==> src/rtl/synth_div_pkg.sv <==
package synth_div_pkg;
  localparam int TEST_W = 3;
  localparam int SEL_N  = 1 << TEST_W;

  localparam logic [TEST_W-1:0] CODE_SHIFT  = 3'b000;
  localparam logic [TEST_W-1:0] CODE_HIGH   = 3'b001;
  localparam logic [TEST_W-1:0] CODE_REF    = 3'b010;
  localparam logic [TEST_W-1:0] CODE_FBK    = 3'b011;
  localparam logic [TEST_W-1:0] CODE_OUT    = 3'b100;
  localparam logic [TEST_W-1:0] CODE_LOW    = 3'b101;
  localparam logic [TEST_W-1:0] CODE_SERIAL = 3'b110;
  localparam logic [TEST_W-1:0] CODE_QUART  = 3'b111;

  typedef struct packed {
    logic refTick;
    logic divTick;
  } divStrobe_t;
endpackage

==> src/rtl/synth_div_ctrl.sv <==
module synth_div_ctrl
  import synth_div_pkg::*;
(
  input  logic                  clk,
  input  logic                  rst,
  input  logic                  vcoEn,
  input  logic                  xtalEn,
  input  logic                  sclkEn,
  input  logic [TEST_W-1:0]     testCode,
  output divStrobe_t            strb,
  output logic [SEL_N-1:0]      selHot
);

  logic serialSrc;

  assign serialSrc    = (testCode == CODE_SERIAL);
  assign strb.refTick = xtalEn;
  assign strb.divTick = serialSrc ? sclkEn : vcoEn;

  for (genvar i = 0; i < SEL_N; i++) begin : g_dec
    assign selHot[i] = (testCode == TEST_W'(i));
  end

  // exactly one test source is selected at any time
  assert_sel_onehot_R6: assert property (@(posedge clk) disable iff (rst)
    $countones(selHot) == 1);

endmodule

==> src/rtl/synth_div_datapath.sv <==
module synth_div_datapath
  import synth_div_pkg::*;
#(
  parameter int M_W     = 9,
  parameter int N_W     = 2,
  parameter int REF_DIV = 16,
  parameter int OUT_DIV = 4
) (
  input  logic              clk,
  input  logic              rst,
  input  divStrobe_t        strb,
  input  logic [SEL_N-1:0]  selHot,
  input  logic [M_W-1:0]    mValue,
  input  logic [N_W-1:0]    nCode,
  input  logic              shiftIn,
  output logic              fOut,
  output logic              testOut
);

  localparam int REF_W = $clog2(REF_DIV);
  localparam int MC_W  = M_W + 1;
  localparam int NC_W  = (1 << N_W) - 1;
  localparam int D4_W  = $clog2(2 * OUT_DIV);

  // reference divider: REF_DIV crystal half-periods per output period
  logic [REF_W-1:0] refCnt;
  logic             refOut;

  always_ff @(posedge clk) begin
    if (rst)               refCnt <= '0;
    else if (strb.refTick) refCnt <= refCnt + 1'b1;
  end
  assign refOut = refCnt[REF_W-1];

  // feedback divider: one-strobe pulse every 2*M strobes
  logic [M_W-1:0]  mActive;
  logic [MC_W-1:0] mCnt;
  logic [MC_W-1:0] mTerm;
  logic            mOut;

  assign mTerm = {mActive, 1'b0} - 1'b1;

  always_ff @(posedge clk) begin
    if (rst) begin
      mCnt    <= '0;
      mOut    <= 1'b0;
      mActive <= mValue;
    end else if (strb.divTick) begin
      if (mCnt == mTerm) begin
        mCnt    <= '0;
        mOut    <= 1'b1;
        mActive <= mValue;
      end else begin
        mCnt <= mCnt + 1'b1;
        mOut <= 1'b0;
      end
    end
  end

  // output divider: toggles every 2^nActive strobes
  logic [N_W-1:0]  nActive;
  logic [NC_W-1:0] nCnt;
  logic [NC_W-1:0] nLimit;
  logic            nTerm;

  always_comb begin
    nLimit = '0;
    for (int b = 0; b < NC_W; b++) begin
      if (b < int'(nActive)) nLimit[b] = 1'b1;
    end
  end
  assign nTerm = (nCnt == nLimit);

  always_ff @(posedge clk) begin
    if (rst) begin
      nCnt    <= '0;
      fOut    <= 1'b0;
      nActive <= nCode;
    end else if (strb.divTick) begin
      if (nTerm) begin
        nCnt    <= '0;
        fOut    <= ~fOut;
        nActive <= nCode;
      end else begin
        nCnt <= nCnt + 1'b1;
      end
    end
  end

  // divide main output by OUT_DIV: count its half-period events
  logic [D4_W-1:0] d4Cnt;
  logic            div4Out;

  always_ff @(posedge clk) begin
    if (rst)                         d4Cnt <= '0;
    else if (strb.divTick && nTerm)  d4Cnt <= d4Cnt + 1'b1;
  end
  assign div4Out = d4Cnt[D4_W-1];

  // test output selector
  logic [SEL_N-1:0] srcVec;

  always_comb begin
    srcVec              = '0;
    srcVec[CODE_SHIFT]  = shiftIn;
    srcVec[CODE_HIGH]   = 1'b1;
    srcVec[CODE_REF]    = refOut;
    srcVec[CODE_FBK]    = mOut;
    srcVec[CODE_OUT]    = fOut;
    srcVec[CODE_LOW]    = 1'b0;
    srcVec[CODE_SERIAL] = mOut;
    srcVec[CODE_QUART]  = div4Out;
  end
  assign testOut = |(selHot & srcVec);

  // reference output moves only on a crystal strobe
  assert_ref_hold_R1: assert property (@(posedge clk) disable iff (rst)
    !strb.refTick |=> $stable(refOut));

  // feedback pulse lasts a single strobe interval
  assert_m_width_R2: assert property (@(posedge clk) disable iff (rst)
    (strb.divTick && mOut) |=> !mOut);

  // feedback counter never passes its terminal value
  assert_m_bound_R2: assert property (@(posedge clk) disable iff (rst)
    (mActive != '0) |-> (mCnt <= mTerm));

  // main output moves only on a divider strobe
  assert_fout_hold_R3: assert property (@(posedge clk) disable iff (rst)
    !strb.divTick |=> $stable(fOut));

  // quarter-rate output moves only on a divider strobe
  assert_quart_hold_R4: assert property (@(posedge clk) disable iff (rst)
    !strb.divTick |=> $stable(div4Out));

  // output counter stays within the adopted ratio
  assert_n_bound_R8: assert property (@(posedge clk) disable iff (rst)
    nCnt <= nLimit);

  // reset leaves every divider cleared with outputs low
  assert_reset_R9: assert property (@(posedge clk)
    rst |=> (refCnt == '0 && mCnt == '0 && nCnt == '0 && d4Cnt == '0
             && !fOut && !mOut));

endmodule

==> src/rtl/synth_div_chain.sv <==
module synth_div_chain
  import synth_div_pkg::*;
#(
  parameter int M_W     = 9,
  parameter int N_W     = 2,
  parameter int REF_DIV = 16,
  parameter int OUT_DIV = 4
) (
  input  logic              clk,
  input  logic              rst,
  input  logic              vcoEn,
  input  logic              xtalEn,
  input  logic              sclkEn,
  input  logic              shiftIn,
  input  logic [M_W-1:0]    mValue,
  input  logic [N_W-1:0]    nCode,
  input  logic [TEST_W-1:0] testCode,
  output logic              fOut,
  output logic              testOut
);

  divStrobe_t       strb;
  logic [SEL_N-1:0] selHot;

  synth_div_ctrl u_ctrl (
    .clk      (clk),
    .rst      (rst),
    .vcoEn    (vcoEn),
    .xtalEn   (xtalEn),
    .sclkEn   (sclkEn),
    .testCode (testCode),
    .strb     (strb),
    .selHot   (selHot)
  );

  synth_div_datapath #(
    .M_W     (M_W),
    .N_W     (N_W),
    .REF_DIV (REF_DIV),
    .OUT_DIV (OUT_DIV)
  ) u_dp (
    .clk     (clk),
    .rst     (rst),
    .strb    (strb),
    .selHot  (selHot),
    .mValue  (mValue),
    .nCode   (nCode),
    .shiftIn (shiftIn),
    .fOut    (fOut),
    .testOut (testOut)
  );

endmodule

==> config.mk <==
export PLATFORM = sky130hd
export DESIGN_NAME = synth_div_chain
export DESIGN_NICKNAME = d
export VERILOG_FILES = /design/src/rtl/synth_div_pkg.sv /design/src/rtl/synth_div_ctrl.sv /design/src/rtl/synth_div_datapath.sv /design/src/rtl/synth_div_chain.sv
export SDC_FILE = /design/constraint.sdc
export NUM_CORES = 1
export LEC_CHECK = 0
export BUFFER_PORTS_ARGS = -buffer_cell sky130_fd_sc_hd__buf_2
export CORE_ASPECT_RATIO = 2
export CORE_MARGIN = 2
export CORE_UTILIZATION = 56
export CTS_CLUSTER_SIZE = 40
export DETAILED_ROUTE_END_ITERATION = 10
export PLACE_DENSITY = 0.84
export SYNTH_ARGS = -nofsm -noshare
export SYNTH_HDL_FRONTEND = slang
export SYNTH_SLANG_ARGS = --single-unit
==> constraint.sdc <==
create_clock -name clk -period 3.6 [get_ports clk]
set_clock_uncertainty 0.2 [all_clocks]
set_input_delay 0.36 -clock clk [delete_from_list [all_inputs] [get_ports clk]]
set_output_delay 0.36 -clock clk [all_outputs]
set_load 0.03 [all_outputs]
; Yosys cells after proc, flatten, opt, wreduce, memory -nomap -nowiden
; Index checks and enable logic that the tools add are counted.
[op_classes]
mux = 13
bitwise_logic = 2
add_sub_neg = 5
n_lt_le_gt_ge = 3
n_reduce_logical = 9
eq_ne = 9
[ops]
columns = operator, n
row1 = $mux 9, 3
row2 = $eq 3x3->1 const B, 4
row3 = $add 10x1->10 const B, 1
row4 = $eq 10x10->1, 1
row5 = $mux 10, 1
row6 = $sub 10x1->10 const B, 1
row7 = $and 8x8->8, 1
row8 = $reduce_or 8->1, 1
row9 = $add 3x1->3 const B, 2
row10 = $eq 3x2->1 const B, 2
row11 = $mux 2, 3
row12 = $reduce_and 2->1, 3
row13 = $reduce_bool 2->1, 3
row14 = $mux 1, 5
row15 = $add 4x1->4 const B, 1
row16 = $lt 1x2->1 const A, 2
row17 = $eq 3x1->1 const B, 1
row18 = $eq 3x3->1, 1
row19 = $logic_not 3->1, 1
row20 = $mux 3, 1
row21 = $lt 2x2->1 const A, 1
row22 = $logic_and 1x1->1, 1
row23 = $not 1->1, 1
[totals]
wordCells = 49
inputBits = 20
regBits = 33
out_inout_bits = 2

; Logic depth before layout (Yosys ltp)
[logic_depth]
ltp_word = 6
depth_mapped = 8
depth_no_buf = 7

; Modules after synthesis
; Synthesis repeated with hierarchy kept, for this count alone.
[hier_totals]
cells_unflattened = 172
area_unflattened_um2 = 1752.9
[modules_own_cells]
columns = module, cells_per_inst, seq_area_each_um2, n_inst, area_each_um2
row1 = synth_div_datapath, 160, 770.7, 1, 1657.8
row2 = synth_div_ctrl, 12, 0.0, 1, 95.1

; Worst setup path after synthesis
; OpenSTA, ideal clock, no wires.
[synth_timing]
path_kind = register to register
startpoint = register u_dp.mActive[2]
endpoint = register u_dp.mActive[0], enable pin
required_ps = 3060
t_arrival_ps = 2231
period_less_slack_ps = 2771
n_path_buf = 0
path_slack_ps = 829
setup_time_ps = 340
stages_incl_launch_ff = 6
path_cell_list = edfxtp_1 -> or4_4 -> or4_4 -> a2111oi_4 -> o2111ai_1 -> nand2b_1
[synth_between]
elab_chain_len = 4
[synth_lines]
columns = item, line
row1 = start: declaration, synth_div_datapath.sv:36  ; logic [M_W-1:0] mActive;
row2 = start signal: assignment, synth_div_datapath.sv:47  ; mActive <= mValue;
row3 = start signal: assignment, synth_div_datapath.sv:52  ; mActive <= mValue;
row4 = $sub 10x1->10, synth_div_datapath.sv:41  ; assign mTerm = {mActive, 1'b0} - 1'b1;
row5 = $eq 10x10->1, synth_div_datapath.sv:49  ; if (mCnt == mTerm) begin
row6 = $reduce_bool 2->1 (no line), --
row7 = $reduce_and 2->1 (no line), --
; Every way passes these cells.
; A chain may end at the register's enable or synchronous reset.

; Worst setup path after layout
[layout_timing]
startpoint = register u_dp.mActive[2]
endpoint = register u_dp.mActive[4], enable pin
; The elaborated chain is that of the path after synthesis.

==> metrics <==
outcome=finished, final reports clean; via count=about 1.4k; Layout area overhead=13.3%; worst vdd ir=roughly 0.48 mV; post-synthesis sequential area ratio=between 40% and 50%; dpl cell area=roughly 1800 um2; Post-DP HPWL=around 2900 um; Die H=slightly above 80 um; max_slew headroom=50.1%; post-route ant nets=0; Hold Violations, Final=0; number of global-route vias before repair=1457; Avg Cell Area, Syn=9.93 um2; post-synthesis register bit count=33; reg2reg setup slack=0.62 ns; worst skew pair latency=around 0.29 ns; nets=around 220; Mapped Nets=slightly below 200; Worst Setup EP=u_dp.mActive[4]; Final Instance Area=around 1900 um2; die area=3530 um2; # diodes=0; CP startpoint kind=register; initial antenna violation count=0; CTS root buffer=clkbuf_8; Setup Viol. Count Final=0; post_cts resized=0; final setup TNS=0 ns; IO Port Bufs=21; Total Power=867 uW; Crit. End Element=register; worst r2r src=u_dp.mActive[2]; GR Overflow Total=0; Final Max Slew Viols=0; # clock sinks=33; largest net degree at the start of global routing=23; CP Max Fanout=9; H-tree lvl count=2; Die Width=between 40 and 50 um; Final Cycle Share=between 80% and 90%; Mapped Area=1710 um2; total CTS buffers=5; Max Fclk=between 300 and 400 MHz; clock period minus worst slack=approximately 3 ns; num rows=28; CP required=3.34 ns; Worst R2R Path Depth=5; hold_ws=around 0.052 ns; Vias/cell=approximately 6; drc violations=0; Post-Syn Instances=172; RSZ-0062 raised after global routing=false; Crit Reg-Reg Endpoint=u_dp.mActive[4]; Hold WC Path Type=input pin to register; Worst EP arrival=~2.7 ns; CTS Buffer Depth=2; RePlAce Congestion=between 0.9 and 1; Setup CP Type=register to register; Max-Cap Viols=0; Slew @ Worst Pin=about 0.74 ns; PD cells=448 nW/um2; GRT Resource Usage Total=between 20 and 25%; CP Launch Point=u_dp.mActive[2]; share of cells above drive strength 1=approximately a fifth; Core Region=2940 um2; drt total wl=~3600 um; Synth Warn #=0; Wirelength per Cell=about 16 um; CTS Hold Buffers Added=0; starting density of the core=58.0%; TritonCTS clock tree=done; Reg clk slew, reported paths=roughly 0.060 ns; IO Pins=22; Pre-antenna DRT Iters=4; global-route wire length before repair=6170 um; static leakage=between 0.7 and 0.8 nW; synth unique cells=39; post-CTS setup buffers=0; DR iter-0 viols=28
[registers in the layout, summed over array words and instances (netlist names)]
register      cells
u_dp.mCnt        10
u_dp.mActive      9
u_dp.refCnt       4
u_dp.d4Cnt        3
u_dp.nCnt         3
u_dp.nActive      2
u_dp.fOut         1
u_dp.mOut         1
[cells in the mapped netlist (all sizes together)]
cell type / instances / area [um2]
dfxtp: 22 / 440
nor3: 17 / 85.1
nor2: 15 / 56.3
xnor2: 13 / 114
edfxtp: 11 / 330
xor2: 11 / 96.3
nand2: 9 / 33.8
inv: 7 / 26.3
a21oi: 5 / 25.0
ha: 5 / 62.6
nand4: 5 / 31.3
o21ai: 5 / 25.0
mux2i: 4 / 40.0
nand3: 4 / 20.0
or4: 4 / 37.5
clkbuf: 3 / 11.3
mux2: 3 / 33.8
a211oi: 2 / 15.0
a31oi: 2 / 12.5
and3: 2 / 12.5
nand2b: 2 / 12.5
nand3b: 2 / 15.0
o2111ai: 2 / 17.5
or2: 2 / 12.5
or3: 2 / 12.5
a2111oi: 1 / 27.5
a21boi: 1 / 7.51
a31o: 1 / 8.76
and2b: 1 / 7.51
and3b: 1 / 10.0
and4: 1 / 8.76
buf: 1 / 11.3
nor2b: 1 / 6.26
nor4: 1 / 6.26
o2111a: 1 / 11.3
o22ai: 1 / 6.26
o31a: 1 / 8.76
or3b: 1 / 8.76
[cell usage in the layout, fill, tap and decap left out, types with 2 or more instances in the layout]
cell type and count:
xor2_1 11, buf_2 21, ha_1 5, o21ai_0 5, edfxtp_1 11, or4_1 2
and3_1 2, nand2b_1 2, a31oi_1 2, inv_1 7, or2_2 2, dfxtp_1 22
mux2_2 3, nand3b_1 2, mux2i_1 4, clkbuf_8 5, nor2_1 15, a211oi_1 2
o2111ai_1 2, or4_4 2, xnor2_1 13, a21oi_1 5, nand3_1 4, or3_1 2
nor3_1 17, nand4_1 5, nand2_1 9
[layout make-up]
cell class | instances | area (um2)
Clock buffer | 6 | 72.6
Clock inverter | 2 | 33.8
Fill cell | 253 | 1010
Inverter | 7 | 26.3
Multi-Input combinational cell | 128 | 888
Sequential cell | 33 | 771
Tap cell | 30 | 37.5
Timing Repair Buffer | 21 | 105
[per-stage QoR]
stage	setup slack [ns]	instances	util, %
floorplan	0.829	172	-
global placement	0.740	219	62.1
detailed placement	0.646	219	62.1
CTS	0.639	227	65.7
global route	0.544	227	65.7
finish	0.624	227	65.7
[worst max-delay path, stage by stage, from the launching register on]
cell       delay [ns]
edfxtp_1         0.47
or4_4            0.59
or4_4            0.44
a2111oi_4        0.38
o2111ai_1        0.20
nand2b_1         0.35
[worst min path at each step]
| stage | end | startpoint | cells after the start | slack [ns] |
|---|---|---|---|---|
| floorplan | u_dp.mActive[0] | mValue[0] | 0 | 0.26 |
| global placement | u_dp.d4Cnt[1] | u_dp.d4Cnt[1] | 2 | 0.28 |
| detailed placement | u_dp.d4Cnt[1] | u_dp.d4Cnt[1] | 2 | 0.30 |
| CTS | u_dp.nActive[1] | nCode[1] | 1 | 0.04 |
| global route | u_dp.mActive[2] | mValue[2] | 1 | 0.04 |
| finish | u_dp.mActive[4] | mValue[4] | 1 | 0.05 |
[power breakdown]
group	leakage (nW)	total (mW)	internal (mW)	switching, mW
Combinational	0.399	0.104	0.0461	0.0574
Clock	0.0528	0.332	0.204	0.128
Sequential	0.286	0.431	0.408	0.0234
Total	0.738	0.867	0.658	0.209
[cells by family after synthesis]
kind of cell               after synthesis  share of synthesized area (%)
AOI/OAI and AO/OA                       22                           9.67
xor gates and xnor gates                24                           12.3
adders and majority gates                5                           3.66
buffers and inverters                   11                           2.86
DFF                                     33                           45.1
muxes                                    7                           4.32
and+or+nand+nor                         70                           22.1
[per-layer routing]
layer  GRT usage [%]  part of all wire, %  vias up  wire, um
met5               0                    0        -         0
met4            18.2                  4.9        0       180
met3            4.57                  2.4       13        86
met2            48.3                   59       27      2140
met1            20.0                   34      642      1230
li1                -                    -      671         -
Note: power is estimated with default switching activity, not from simulation.
